===== config.mk =====
export PLATFORM = sky130hd
export DESIGN_NAME = ecc_dual_hamming
export DESIGN_NICKNAME = d
export VERILOG_FILES = /design/src/rtl/ecc_hm_pkg.sv /design/src/rtl/ecc_mode_ctrl.sv /design/src/rtl/ecc_half_acc.sv /design/src/rtl/ecc_result_mux.sv /design/src/rtl/ecc_dual_hamming.sv
export SDC_FILE = /design/constraint.sdc
export NUM_CORES = 1
export LEC_CHECK = 0
export BUFFER_PORTS_ARGS = -buffer_cell sky130_fd_sc_hd__buf_2
export CAP_MARGIN = 10
export CORE_MARGIN = 1.5
export CORE_UTILIZATION = 40
export DETAILED_ROUTE_END_ITERATION = 10
export GPL_TIMING_DRIVEN = 0
export MAX_ROUTING_LAYER = met4
export PLACE_DENSITY = 0.63
export RECOVER_POWER = 25
export SYNTH_ARGS = -nofsm -noshare
export SYNTH_HDL_FRONTEND = slang
export SYNTH_HIERARCHICAL = 1
export SYNTH_SLANG_ARGS = --single-unit

===== constraint.sdc =====
create_clock -name clk -period 1.84 [get_ports clk]
set_input_delay 0.184 -clock clk [delete_from_list [all_inputs] [get_ports clk]]
set_output_delay 0.184 -clock clk [all_outputs]
set_load 0.02 [all_outputs]

===== src/rtl/ecc_hm_pkg.sv =====
package ecc_hm_pkg;

    localparam int BYTE_W     = 8;
    localparam int WORD_W     = 16;
    localparam int NUM_HALVES = 2;
    localparam int RES_WORDS  = 3;
    localparam int PTR_W      = 2;
    localparam int COLIDX_W   = $clog2(BYTE_W);
    localparam int CP_W       = 2 * COLIDX_W;

    localparam logic [BYTE_W-1:0] MC_CLEAR  = 8'hF4;
    localparam logic [BYTE_W-1:0] MC_CALC   = 8'hB4;
    localparam logic [BYTE_W-1:0] MC_RESULT = 8'hD4;

    typedef enum logic [2:0] {
        ST_IDLE,
        ST_WAIT_DUMMY,
        ST_ARMED,
        ST_CALC,
        ST_RESULT
    } eng_state_t;

    // Column parity pairs: odd bit collects positions with index bit k set,
    // even bit collects positions with it clear.
    function automatic logic [CP_W-1:0] col_to_cp(input logic [BYTE_W-1:0] col);
        logic [CP_W-1:0] cp;
        cp = '0;
        for (int k = 0; k < COLIDX_W; k++) begin
            for (int j = 0; j < BYTE_W; j++) begin
                if (((j >> k) & 1) == 1)
                    cp[2*k+1] = cp[2*k+1] ^ col[j];
                else
                    cp[2*k] = cp[2*k] ^ col[j];
            end
        end
        return cp;
    endfunction

    function automatic logic [BYTE_W-1:0] cp_byte(input logic [CP_W-1:0] cp);
        return {~cp, {(BYTE_W-CP_W){1'b1}}};
    endfunction

endpackage


===== src/rtl/ecc_mode_ctrl.sv =====
module ecc_mode_ctrl
    import ecc_hm_pkg::*;
#(
    parameter int HALF_BYTES = 256,
    localparam int CHUNK     = 2 * HALF_BYTES,
    localparam int IDX_W     = $clog2(HALF_BYTES),
    localparam int CNT_W     = $clog2(CHUNK) + 1
) (
    input  logic              clk,
    input  logic              rst,
    input  logic              mode_wr,
    input  logic [BYTE_W-1:0] mode_code,
    input  logic              byte_valid,
    input  logic              rd_en,
    output logic              clr,
    output logic              accept,
    output logic              half_sel,
    output logic [IDX_W-1:0]  byte_idx,
    output eng_state_t        state,
    output logic [PTR_W-1:0]  rd_ptr
);

    logic [CNT_W-1:0] cnt;
    logic             code_known;

    assign code_known = (mode_code == MC_CLEAR) || (mode_code == MC_CALC) ||
                        (mode_code == MC_RESULT);
    assign clr      = mode_wr && (mode_code == MC_CLEAR);
    assign accept   = !mode_wr && byte_valid && (state == ST_CALC) &&
                      (cnt < CNT_W'(CHUNK));
    assign half_sel = cnt[IDX_W];
    assign byte_idx = cnt[IDX_W-1:0];

    always_ff @(posedge clk) begin
        if (rst) begin
            state  <= ST_IDLE;
            cnt    <= '0;
            rd_ptr <= '0;
        end else if (mode_wr) begin
            case (mode_code)
                MC_CLEAR: begin
                    state <= ST_WAIT_DUMMY;
                    cnt   <= '0;
                end
                MC_CALC: begin
                    if (state == ST_ARMED)
                        state <= ST_CALC;
                end
                MC_RESULT: begin
                    state  <= ST_RESULT;
                    rd_ptr <= '0;
                end
                default: ;
            endcase
        end else begin
            if (state == ST_WAIT_DUMMY && rd_en)
                state <= ST_ARMED;
            if (accept)
                cnt <= cnt + 1'b1;
            if (state == ST_RESULT && rd_en && rd_ptr != PTR_W'(RES_WORDS-1))
                rd_ptr <= rd_ptr + 1'b1;
        end
    end

    a_r3_cnt_limit: assert property (@(posedge clk) disable iff (rst)
        cnt <= CNT_W'(CHUNK));

    a_r2_wait_dummy: assert property (@(posedge clk) disable iff (rst)
        (state == ST_WAIT_DUMMY && !rd_en && !mode_wr) |=> state == ST_WAIT_DUMMY);

    a_r9_unknown_code: assert property (@(posedge clk) disable iff (rst)
        (mode_wr && !code_known) |=> $stable(state));

    a_r7_result_entry: assert property (@(posedge clk) disable iff (rst)
        (mode_wr && mode_code == MC_RESULT) |=> (state == ST_RESULT && rd_ptr == '0));

    a_r8_ptr_range: assert property (@(posedge clk) disable iff (rst)
        rd_ptr <= PTR_W'(RES_WORDS-1));

endmodule


===== src/rtl/ecc_half_acc.sv =====
module ecc_half_acc
    import ecc_hm_pkg::*;
#(
    parameter int HALF_BYTES = 256,
    localparam int IDX_W     = $clog2(HALF_BYTES),
    localparam int LP_W      = 2 * IDX_W
) (
    input  logic              clk,
    input  logic              rst,
    input  logic              clr,
    input  logic              en,
    input  logic [IDX_W-1:0]  idx,
    input  logic [BYTE_W-1:0] din,
    output logic [LP_W-1:0]   lp,
    output logic [BYTE_W-1:0] col
);

    logic byte_par;
    assign byte_par = ^din;

    generate
        for (genvar k = 0; k < IDX_W; k++) begin : g_line
            always_ff @(posedge clk) begin
                if (rst || clr) begin
                    lp[2*k+1] <= 1'b0;
                    lp[2*k]   <= 1'b0;
                end else if (en) begin
                    lp[2*k+1] <= lp[2*k+1] ^ (byte_par & idx[k]);
                    lp[2*k]   <= lp[2*k]   ^ (byte_par & ~idx[k]);
                end
            end
        end
    endgenerate

    always_ff @(posedge clk) begin
        if (rst || clr)
            col <= '0;
        else if (en)
            col <= col ^ din;
    end

    a_r2_cleared: assert property (@(posedge clk) disable iff (rst)
        clr |=> (lp == '0 && col == '0));

endmodule


===== src/rtl/ecc_result_mux.sv =====
module ecc_result_mux
    import ecc_hm_pkg::*;
#(
    parameter int LP_W = 16
) (
    input  eng_state_t        state,
    input  logic [PTR_W-1:0]  rd_ptr,
    input  logic [LP_W-1:0]   lp_a,
    input  logic [BYTE_W-1:0] col_a,
    input  logic [LP_W-1:0]   lp_b,
    input  logic [BYTE_W-1:0] col_b,
    output logic [WORD_W-1:0] rd_word
);

    logic [LP_W-1:0]   lpn_a, lpn_b;
    logic [BYTE_W-1:0] cpb_a, cpb_b;

    assign lpn_a = ~lp_a;
    assign lpn_b = ~lp_b;
    assign cpb_a = cp_byte(col_to_cp(col_a));
    assign cpb_b = cp_byte(col_to_cp(col_b));

    always_comb begin
        rd_word = '0;
        if (state == ST_RESULT) begin
            case (rd_ptr)
                2'd0:    rd_word = {lpn_a[7:0], lpn_a[15:8]};
                2'd1:    rd_word = {lpn_b[7:0], cpb_a};
                default: rd_word = {cpb_b, lpn_b[15:8]};
            endcase
        end
    end

endmodule


===== src/rtl/ecc_dual_hamming.sv =====
module ecc_dual_hamming
    import ecc_hm_pkg::*;
#(
    parameter int HALF_BYTES = 256,
    localparam int IDX_W     = $clog2(HALF_BYTES),
    localparam int LP_W      = 2 * IDX_W
) (
    input  logic        clk,
    input  logic        rst,
    input  logic        mode_wr,
    input  logic [7:0]  mode_code,
    input  logic        byte_valid,
    input  logic [7:0]  byte_in,
    input  logic        rd_en,
    output logic [15:0] rd_word
);

    generate
        if (LP_W != WORD_W) begin : g_bad_size
            $error("result word layout needs 256-byte halves");
        end
    endgenerate

    logic             clr, accept, half_sel;
    logic [IDX_W-1:0] byte_idx;
    eng_state_t       state;
    logic [PTR_W-1:0] rd_ptr;

    logic [LP_W-1:0]   lp_h  [NUM_HALVES];
    logic [BYTE_W-1:0] col_h [NUM_HALVES];

    ecc_mode_ctrl #(.HALF_BYTES(HALF_BYTES)) u_ctrl (
        .clk, .rst, .mode_wr, .mode_code, .byte_valid, .rd_en,
        .clr, .accept, .half_sel, .byte_idx, .state, .rd_ptr
    );

    generate
        for (genvar h = 0; h < NUM_HALVES; h++) begin : g_half
            ecc_half_acc #(.HALF_BYTES(HALF_BYTES)) u_acc (
                .clk, .rst, .clr,
                .en  (accept && (half_sel == h[0])),
                .idx (byte_idx),
                .din (byte_in),
                .lp  (lp_h[h]),
                .col (col_h[h])
            );
        end
    endgenerate

    ecc_result_mux #(.LP_W(LP_W)) u_mux (
        .state, .rd_ptr,
        .lp_a (lp_h[0]), .col_a (col_h[0]),
        .lp_b (lp_h[1]), .col_b (col_h[1]),
        .rd_word
    );

    a_r4_first_frozen: assert property (@(posedge clk) disable iff (rst)
        (accept && half_sel) |=> ($stable(lp_h[0]) && $stable(col_h[0])));

    a_r4_second_frozen: assert property (@(posedge clk) disable iff (rst)
        (accept && !half_sel) |=> ($stable(lp_h[1]) && $stable(col_h[1])));

    a_r8_hold_in_result: assert property (@(posedge clk) disable iff (rst)
        (state == ST_RESULT && !mode_wr) |=> ($stable(lp_h[0]) && $stable(lp_h[1])));

endmodule


# Word-level counts from Yosys, hierarchy flattened
# Cells that the tools add are included.
# word_totals
ff_bits	63
input_bits	21
# classes
addsub	2
order_cmp	1
eq_ne	13
mux	12
bitwise_logic	97
n_reduce_logical	19
# op_table
cell	n
1-bit bitwise XOR	66
16-bit inverter	2
16-bit case mux with 2 select lines	1
10-bit 2-to-1 mux	3
8-bit equality test, second input constant	3
1-bit bitwise AND	16
16-bit 2-to-1 mux	1
8-bit bitwise XOR	2
6-bit inverter	2
10-bit by 1-bit adder with 10-bit output, second input constant	1
10-bit less-than comparator, second input constant	1
1-bit logical AND	9
3-bit 2-to-1 mux	3
1-bit inverter	9
3-bit case mux with 3 select lines	1
8-bit XOR reduction	1
3-bit by 2-bit equality test with 1-bit output, second input constant	2
2-bit 2-to-1 mux	3
2-bit nonzero test	3
2-bit by 1-bit inequality test with 1-bit output, second input constant	2
4-bit by 1-bit inequality test with 1-bit output, second input constant	1
2-bit AND reduction	2
3-bit by 1-bit equality test with 1-bit output, second input constant	1
3-bit equality test, second input constant	1
other kinds (8)	8

# Depth between registers and ports, before layout
# Gate-level depths: netlist of the first run.
# depth
ltp_word	6
mapped_depth	9
ltp_nobuf	7

# By module
# Netlist of the first run, hierarchy kept.
# modules_own_cells
mod	instances	cells_per_inst	area_per_inst_um2	seq_area_each_um2
ecc_half_acc	2	123	1113.6	480.5
ecc_mode_ctrl	1	104	875.8	300.3
ecc_result_mux	1	85	588.1	0.0
ecc_dual_hamming	1	2	16.3	0.0

# Worst setup path after synthesis of the first run
# No wires, ideal clock.
# synth_timing
kind	flip-flop to flip-flop
start	register u_ctrl.state[1]
end	register g_half[0].u_acc.lp[1]
setup_time_ns	0.059
arrival_time_ns	1.978
setup_slack_ns	-0.197
stages_incl_launch_ff	10
path_buffers	2
synth_period_minus_slack_ns	2.037
cell_sequence	dfxtp_1 and4bb_2 nand2_1 inv_1 and2b_2 clkbuf_1 clkbuf_1 nand2_1 or4_1 nand2_1
# synth_via
elab_chain_cells	4
# synth_rtl
element	line	source
start, declared	ecc_mode_ctrl.sv:19	output eng_state_t state,
start signal, assigned	ecc_mode_ctrl.sv:36	state <= ST_IDLE;
start signal, assigned	ecc_mode_ctrl.sv:42	state <= ST_WAIT_DUMMY;
start signal, assigned	ecc_mode_ctrl.sv:47	state <= ST_CALC;
3-bit by 2-bit equality test with 1-bit output	ecc_mode_ctrl.sv:29	assign accept = !mode_wr && byte_valid && (state == ST_CALC) &&
1-bit logical AND (2 in series)	ecc_mode_ctrl.sv:29	
named net accept	ecc_dual_hamming.sv:24	logic clr, accept, half_sel;
1-bit logical AND	ecc_dual_hamming.sv:41	.en (accept && (half_sel == h[0])),
end signal, assigned by index	ecc_half_acc.sv:28	lp[2*k+1] <= lp[2*k+1] ^ (byte_par & idx[k]);
end signal, assigned by index	ecc_half_acc.sv:29	lp[2*k] <= lp[2*k] ^ (byte_par & ~idx[k]);
end, declared	ecc_half_acc.sv:14	output logic [LP_W-1:0] lp,
# The timed path passes the listed nets, and every way through them passes these cells.
# A chain may end at the register's enable or synchronous reset.

# Worst setup path in the final report of the first run
# layout_timing
start	register g_half[0].u_acc.col[4]
end	output port rd_word[2]
# layout_via
elab_chain_cells	5
# layout_rtl
element	line	source
start, declared	ecc_half_acc.sv:15	output logic [BYTE_W-1:0] col
start signal, assigned	ecc_half_acc.sv:39	col <= col ^ din;
1-bit bitwise XOR (2 in series)	ecc_hm_pkg.sv:33	cp[2*k] = cp[2*k] ^ col[j];
6-bit inverter	ecc_hm_pkg.sv:40	return {~cp, {(BYTE_W-CP_W){1'b1}}};
16-bit case mux with 2 select lines	ecc_result_mux.sv:26	case (rd_ptr)
16-bit 2-to-1 mux	ecc_result_mux.sv:25	if (state == ST_RESULT) begin
end, declared	ecc_dual_hamming.sv:15	output logic [15:0] rd_word
# No other way between the ends.

==> flow_summary.ini, run 1 <==
[finish]
n_fill_cell = 810
post-route-cell-area_um2 = 4700
layout-drive-gt1-share_pct = 30.7
layout_commonest_cell = nand2_1
synthToLayoutAreaGrowth_pct = 26.7
seqCellArea_um2 = 1290
nNetsFinal = 514
multi_input_area_um2 = 2500
antenna_cells = 0
layout_common_cells = nand2_1, dfxtp_1, nor2_1, buf_2, xnor2_1
final_cell_count_no_fill = 603

[synth]
synth-async-reset-ratio_pct = 0
synth_top_area_share_pct = 34.0
synth.ff_latch_count = 63
synth_flop_cell = dfxtp_1
synth-edff-count = 0
synth_area_leaders = dfxtp_1, xnor2_1, nand2_1
synth.yosys.seq_area_share_pct = 34.0
yosysTopAreaCell = dfxtp_1
syn_nets = 460
syn_inst = 437
syn_area_um2 = 3710
syn_avg_cell_area_um2 = 8.48
synth_cell_types = 44
synth_warnings = 6

[detailed_routing]
wl_per_cell_um = 17.0
drt-initial-drc-count = 223
antenna_left = 0
dr.pass1.iters = 5
drc_errors = 0
vias = 3491
wirelength_mm = 10.3
post_drt_via_cell_ratio = 5.79

[die]
die-height_um = 99.3
rows = 34
initial_core_util_pct = 41.9
dieArea_um2 = 9850
ios = 37
die_w_um = 99.3
core_um2 = 8850

[worst_setup_path]
rr_endpoint = g_half[0].u_acc/lp[2]$_SDFFE_PP0P_
worst_ep_arrival_time_ns = 1.62
cp_max_fo = 3
worst_setup_path_start_kind = register
critical_path_required_ns = 1.66
reg2reg_from = u_ctrl/state[1]$_SDFFE_PP0P_
crit_path_end_kind = output port
path_class = reg2out
reg2reg_depth = 8
r2r_slack_ns = 0.07

[flow_run]
max_cap_viol_count = 0

[grt]
antenna_found_initial = 0
grt_pass1_vias = 3299
grt_max_degree = 28
grt_pass1_wl_mm = 16.8
grt.overflow.total = 0
track_usage_pct = 22.3

[place]
dpl.hpwl_mm = 7.13
place_inst = 580
gp_routability_congestion = 0.847
io_buffers = 35
dpl_cell_area_um2 = 4040

[sta]
worst_hold_slack_ns = 0.183
tightest_slew_ns = 0.522
finalSetupViolations = 0
slew_viol_final = 0
fin_worst_skew_ns = 0.00675
setup_tns_ns = 0
final_hold_viol_count = 0
finalCritPeriodShare_pct = 97.9
fmax_mhz = 555
rsz0062_at_grt = true
slew_headroom_pct = 65.0
period_minus_slack_ns = 1.80

[cts]
path_clk_slew_ns = 0.06
cts_root_buf = clkbuf_8
clock_sinks = 63
cts_buffer_depth = 2
clk_latency_ns = 0.34
htree_levels = 3
hold_buffers = 0
numCtsBuffers = 9
cts_tree = yes

[hold_path]
hold_class = in2reg
holdPathEnd = u_ctrl/state[0]$_SDFFE_PP0P_
hold_start = mode_wr
hold_depth = 3

[status]
status = complete, no violations

[pwr]
p_per_area_nw_per_um2 = 649
ir_drop_mv = 0.324
leakagePower_nw = 1.74
## worst max-delay path by stage
stage / from / end / cells past startpoint
after global placement: mode_code[7] / g_half[1].u_acc/lp[1]$_SDFFE_PP0P_ / 9
final: g_half[0].u_acc/col[4]$_SDFFE_PP0P_ / rd_word[2] / 5
after CTS: g_half[0].u_acc/col[0]$_SDFFE_PP0P_ / rd_word[2] / 5
after floorplan: mode_code[0] / g_half[0].u_acc/lp[1]$_SDFFE_PP0P_ / 8
after detailed placement: mode_code[7] / g_half[1].u_acc/lp[3]$_SDFFE_PP0P_ / 9
after global routing: u_ctrl/state[1]$_SDFFE_PP0P_ / g_half[1].u_acc/lp[8]$_SDFFE_PP0P_ / 7
## final cells by class
cell class              count  area share, %
clock inverters             3          0.906
repair buffers             45           5.54
flip-flops and latches     63           27.5
clock buffers              12           3.30
multi-input cells         334           53.2
inverters                   7          0.666
plain buffers              31           5.97
well taps                 108           2.88
## Yosys cell counts, types with 8 or more instances
cell type  count
nor2_1        38
or3_1         19
nand3_1        9
a211oi_1      12
clkbuf_1      12
xnor2_1       43
xor2_1        20
a21oi_1        8
buf_4          8
o211ai_1      19
nand2_1       63
o311ai_0      14
o41ai_1       16
or4_1         16
dfxtp_1       63
mux2i_1        9
## per-stage QoR
step	utilization, %	setup WS [ns]	power [W]
after global placement	45.6	-0.345	0.00184
after detailed placement	45.6	-0.384	0.00184
after global routing	53.1	-0.0872	0.00318
after CTS	50.6	-0.00583	0.00306
after floorplan	-	-0.0332	0.00171
final	53.1	0.0392	0.00305
## flip-flops by register name (all words and copies together), names as in the netlist
register,count
g_half.u_acc/lp,32
g_half.u_acc/col,16
u_ctrl/cnt,10
u_ctrl/state,3
u_ctrl/rd_ptr,2
## routing by layer
metal  vias to the layer above  routed length (um)  GRT usage [%]
met1                      1680                4670           28.4
met2                        98                4900           34.8
met4                         0                 168           7.91
met3                        19                 544           4.99
li1                       1694                   -              -
met5                         -                   0              -
## kinds of logic (layout without fill, tap and decap cells)
family	after synthesis	count (layout)	share of synthesized area [%]
simple gates	175	175	24.2
xor+xnor	63	63	14.9
buf+inv	40	98	6.31
compound gates	85	85	17.5
mux	9	9	2.43
flops	63	63	34.0
fa+ha+maj	2	2	0.675
## critical path, stage by stage, from the launching register on
cell	delay [ns]
dfxtp_4	0.38
xnor2_4	0.17
xnor2_2	0.25
a211oi_2	0.12
a211oi_2	0.19
buf_4	0.18
## timing repair
| item | in CTS | in global routing |
|---|---|---|
| hold endpoints to repair | 0 | 0 |
| pin swaps | 8 | 5 |
| resized for setup | 59 | 40 |
| setup buffers | 4 | 6 |
| endpoints found under the setup margin | 64 | 38 |
## power breakdown
group	switching (W)	leakage, nW	internal, W
Combinational	0.000301	1.12	0.000175
Sequential	0.000000477	0.516	0.00135
Clock	0.000529	0.0985	0.000690
(Power assumes the default switching activity.)
==> run 2, diff against run 1 <==
==> constraint.sdc (replaced) <==
create_clock -name clk -period 1.84 [get_ports clk]
set_input_delay 0 -clock clk [delete_from_list [all_inputs] [get_ports clk]]
set_output_delay 0 -clock clk [all_outputs]
set_load 0.02 [all_outputs]
==> run 2 against run 1 <==
Against the previous run: die area unchanged; clock-buffer cell count fell by 2; sequential share of layout area up 0.53 points; register-to-register slack worse by 0.04 ns; fmax is 0.37% lower; largest cell class unchanged; largest power group is now the clock network.
==> flow_summary.ini, run 2 (synthesis gave the netlist of run 1 again) <==
[place]
place_ws_ns = -0.384
gp_routability_congestion = 0.862
dpl_cell_area_um2 = 4020
io_buffers = 35
dpl.hpwl_mm = 7.20

[worst_setup_path]
crit_top_cell = nand2_1
critical_path_required_ns = 2.14
crit_path_cell_trace = and4bb_2 -> nand2_2 -> inv_2 -> and2b_4 -> buf_8 -> nand2_1 -> or4_1 -> nand2_1
cp_max_fo = 10
worst_setup_path_start_kind = register
cp_slowest_cell = or4_1
worst_ep_arrival_time_ns = 2.10
crit_path_end_kind = register
path_class = reg2reg
slowest_delay_ns = 0.42

[finish]
nNetsFinal = 517
multi_input_area_um2 = 2320
seqCellArea_um2 = 1270
largest-register = g_half.u_acc/lp
largest_reg_flops = 32
synthToLayoutAreaGrowth_pct = 22.0
antenna_cells = 0
layout-drive-gt1-share_pct = 24.8
reg_top3 = g_half.u_acc/lp: 32 flops, g_half.u_acc/col: 16 flops, u_ctrl/cnt: 10 flops
layout_common_cells = nand2_1, dfxtp_1, xnor2_1, nor2_1, buf_2
post-route-cell-area_um2 = 4520
layout_commonest_cell = nand2_1
n_fill_cell = 854

[grt]
grt_pass1_vias = 3087
grt.overflow.total = 0
track_usage_pct = 21.4
grt_pass1_wl_mm = 16.0
grt_max_degree = 28
antenna_found_initial = 0

[pwr]
p_int_w = 0.00234
power_frac_clock_pct = 43.6
p_per_area_nw_per_um2 = 718
p_switching_w = 0.000905
comb_power_share_pct = 14.5
seq_power_share_pct = 41.9
ir_drop_mv = 0.354
leakagePower_nw = 1.70
netSwitchingFraction_pct = 27.9

[flow_run]
max_cap_viol_count = 0

[detailed_routing]
drt-initial-drc-count = 198
wl_per_cell_um = 17.1
dr.pass1.iters = 4
vias = 3392
wirelength_mm = 10.4
antenna_left = 0
drc_errors = 0
post_drt_via_cell_ratio = 5.59

[sta]
fin_worst_skew_ns = 0.00981
tightest_slew_ns = 0.616
period_minus_slack_ns = 1.81
fin_ws_ns = 0.0326
slew_viol_final = 0
final_hold_viol_count = 0
finalCritPeriodShare_pct = 98.2
slew_headroom_pct = 58.6
fmax_mhz = 553
finalSetupViolations = 0

[status]
status = complete, no violations

[cts]
clock_sinks = 63
htree_levels = 3
cts_root_buf = clkbuf_8
numCtsBuffers = 9
cts_tree = yes
path_clk_slew_ns = 0.08
cts_buffer_depth = 2
clk_latency_ns = 0.35

[die]
ios = 37
initial_core_util_pct = 41.9
die-height_um = 99.3
core_um2 = 8850
die_w_um = 99.3
dieArea_um2 = 9850
rows = 34

[hold_path]
hold_class = in2reg
-- run 2: changes by cell type in the layout (fill, tap and decap cells not counted), moves of 3 or more --
cell | before | now
xnor2_1 | 29 | 40
a211oi_1 | 2 | 11
a211oi_2 | 10 | 1
dfxtp_1 | 50 | 59
xnor2_2 | 11 | 3
buf_2 | 31 | 37
dfxtp_4 | 6 | 1
o311ai_1 | 2 | 7
buf_6 | 12 | 8
dfxtp_2 | 7 | 3
o311ai_0 | 11 | 7
o41ai_1 | 14 | 11
o41ai_2 | 2 | 5
xnor2_4 | 3 | 0
-- run 2: per-layer routing --
layer  global-route usage [%]  wire length [um]
met1                     29.4              4880
met2                     32.0              4910
met3                     3.16               391
met4                     7.69               218
met5                        -                 0
-- run 2: path summary, 6_finish.rpt --
check	startpoint	end	slack [ns]	cells past startpoint
max	u_ctrl/cnt[9]$_SDFFE_PP0P_	g_half[0].u_acc/lp[1]$_SDFFE_PP0P_	0.03	8
min	byte_in[2]	g_half[1].u_acc/col[2]$_SDFFE_PP0P_	0.02	4
max reg2reg	u_ctrl/cnt[9]$_SDFFE_PP0P_	g_half[0].u_acc/lp[1]$_SDFFE_PP0P_	0.03	8
min reg2reg	g_half[1].u_acc/lp[2]$_SDFFE_PP0P_	g_half[1].u_acc/lp[2]$_SDFFE_PP0P_	0.50	2
-- run 2: critical path: cells and delay by family (launching register included) --
family | cells | cell delay (ns)
buf+inv | 2 | 0.22
flops | 1 | 0.34
simple gates | 6 | 1.20
-- run 2: what timing repair did --
| action | CTS | global route |
|---|---|---|
| gates resized for setup | 17 | 40 |
| setup endpoints to repair | 48 | 40 |
| pin swaps | 0 | 2 |
| cloned | 0 | 1 |
| setup buffers | 2 | 11 |
| hold buffers | 1 | 0 |
| hold endpoints to repair | 1 | 0 |
-- run 2: stage by stage --
| step | TNS, ns | hold slack [ns] | total power [W] | util [%] | cells |
|---|---|---|---|---|---|
| 2_1_floorplan | 0 | 0.0650 | 0.00171 | - | 437 |
| 3_5_place_dp | -10.47 | 0.369 | 0.00184 | 45.5 | 580 |
| 6_report | 0 | 0.0165 | 0.00325 | 51.1 | 607 |
| 3_3_place_gp | -9.51 | 0.358 | 0.00183 | 45.5 | 580 |
| 4_1_cts | 0 | 0.0111 | 0.00324 | 48.8 | 597 |
| 5_1_grt | -0.0848 | 0.0330 | 0.00335 | 51.1 | 607 |
-- run 2: final cells by class --
type	instances	area share (%)
Timing Repair inverter	1	0.111
Tap cell	108	2.99
Clock buffer	10	3.04
Sequential cell	63	28.1
Inverter	7	0.719
Timing Repair Buffer	49	6.34
Clock inverter	6	2.02
Multi-Input combinational cell	334	51.3
Buffer	29	5.45
-- run 2: power by group through the flow --
stage	combinational, W	sequential (W)	clock [W]
after CTS	0.000449	0.00136	0.00143
after global routing	0.000506	0.00136	0.00148
after global placement	0.000434	0.00139	0
after floorplan	0.000314	0.00139	0
after detailed placement	0.000444	0.00139	0
final	0.000470	0.00136	0.00142
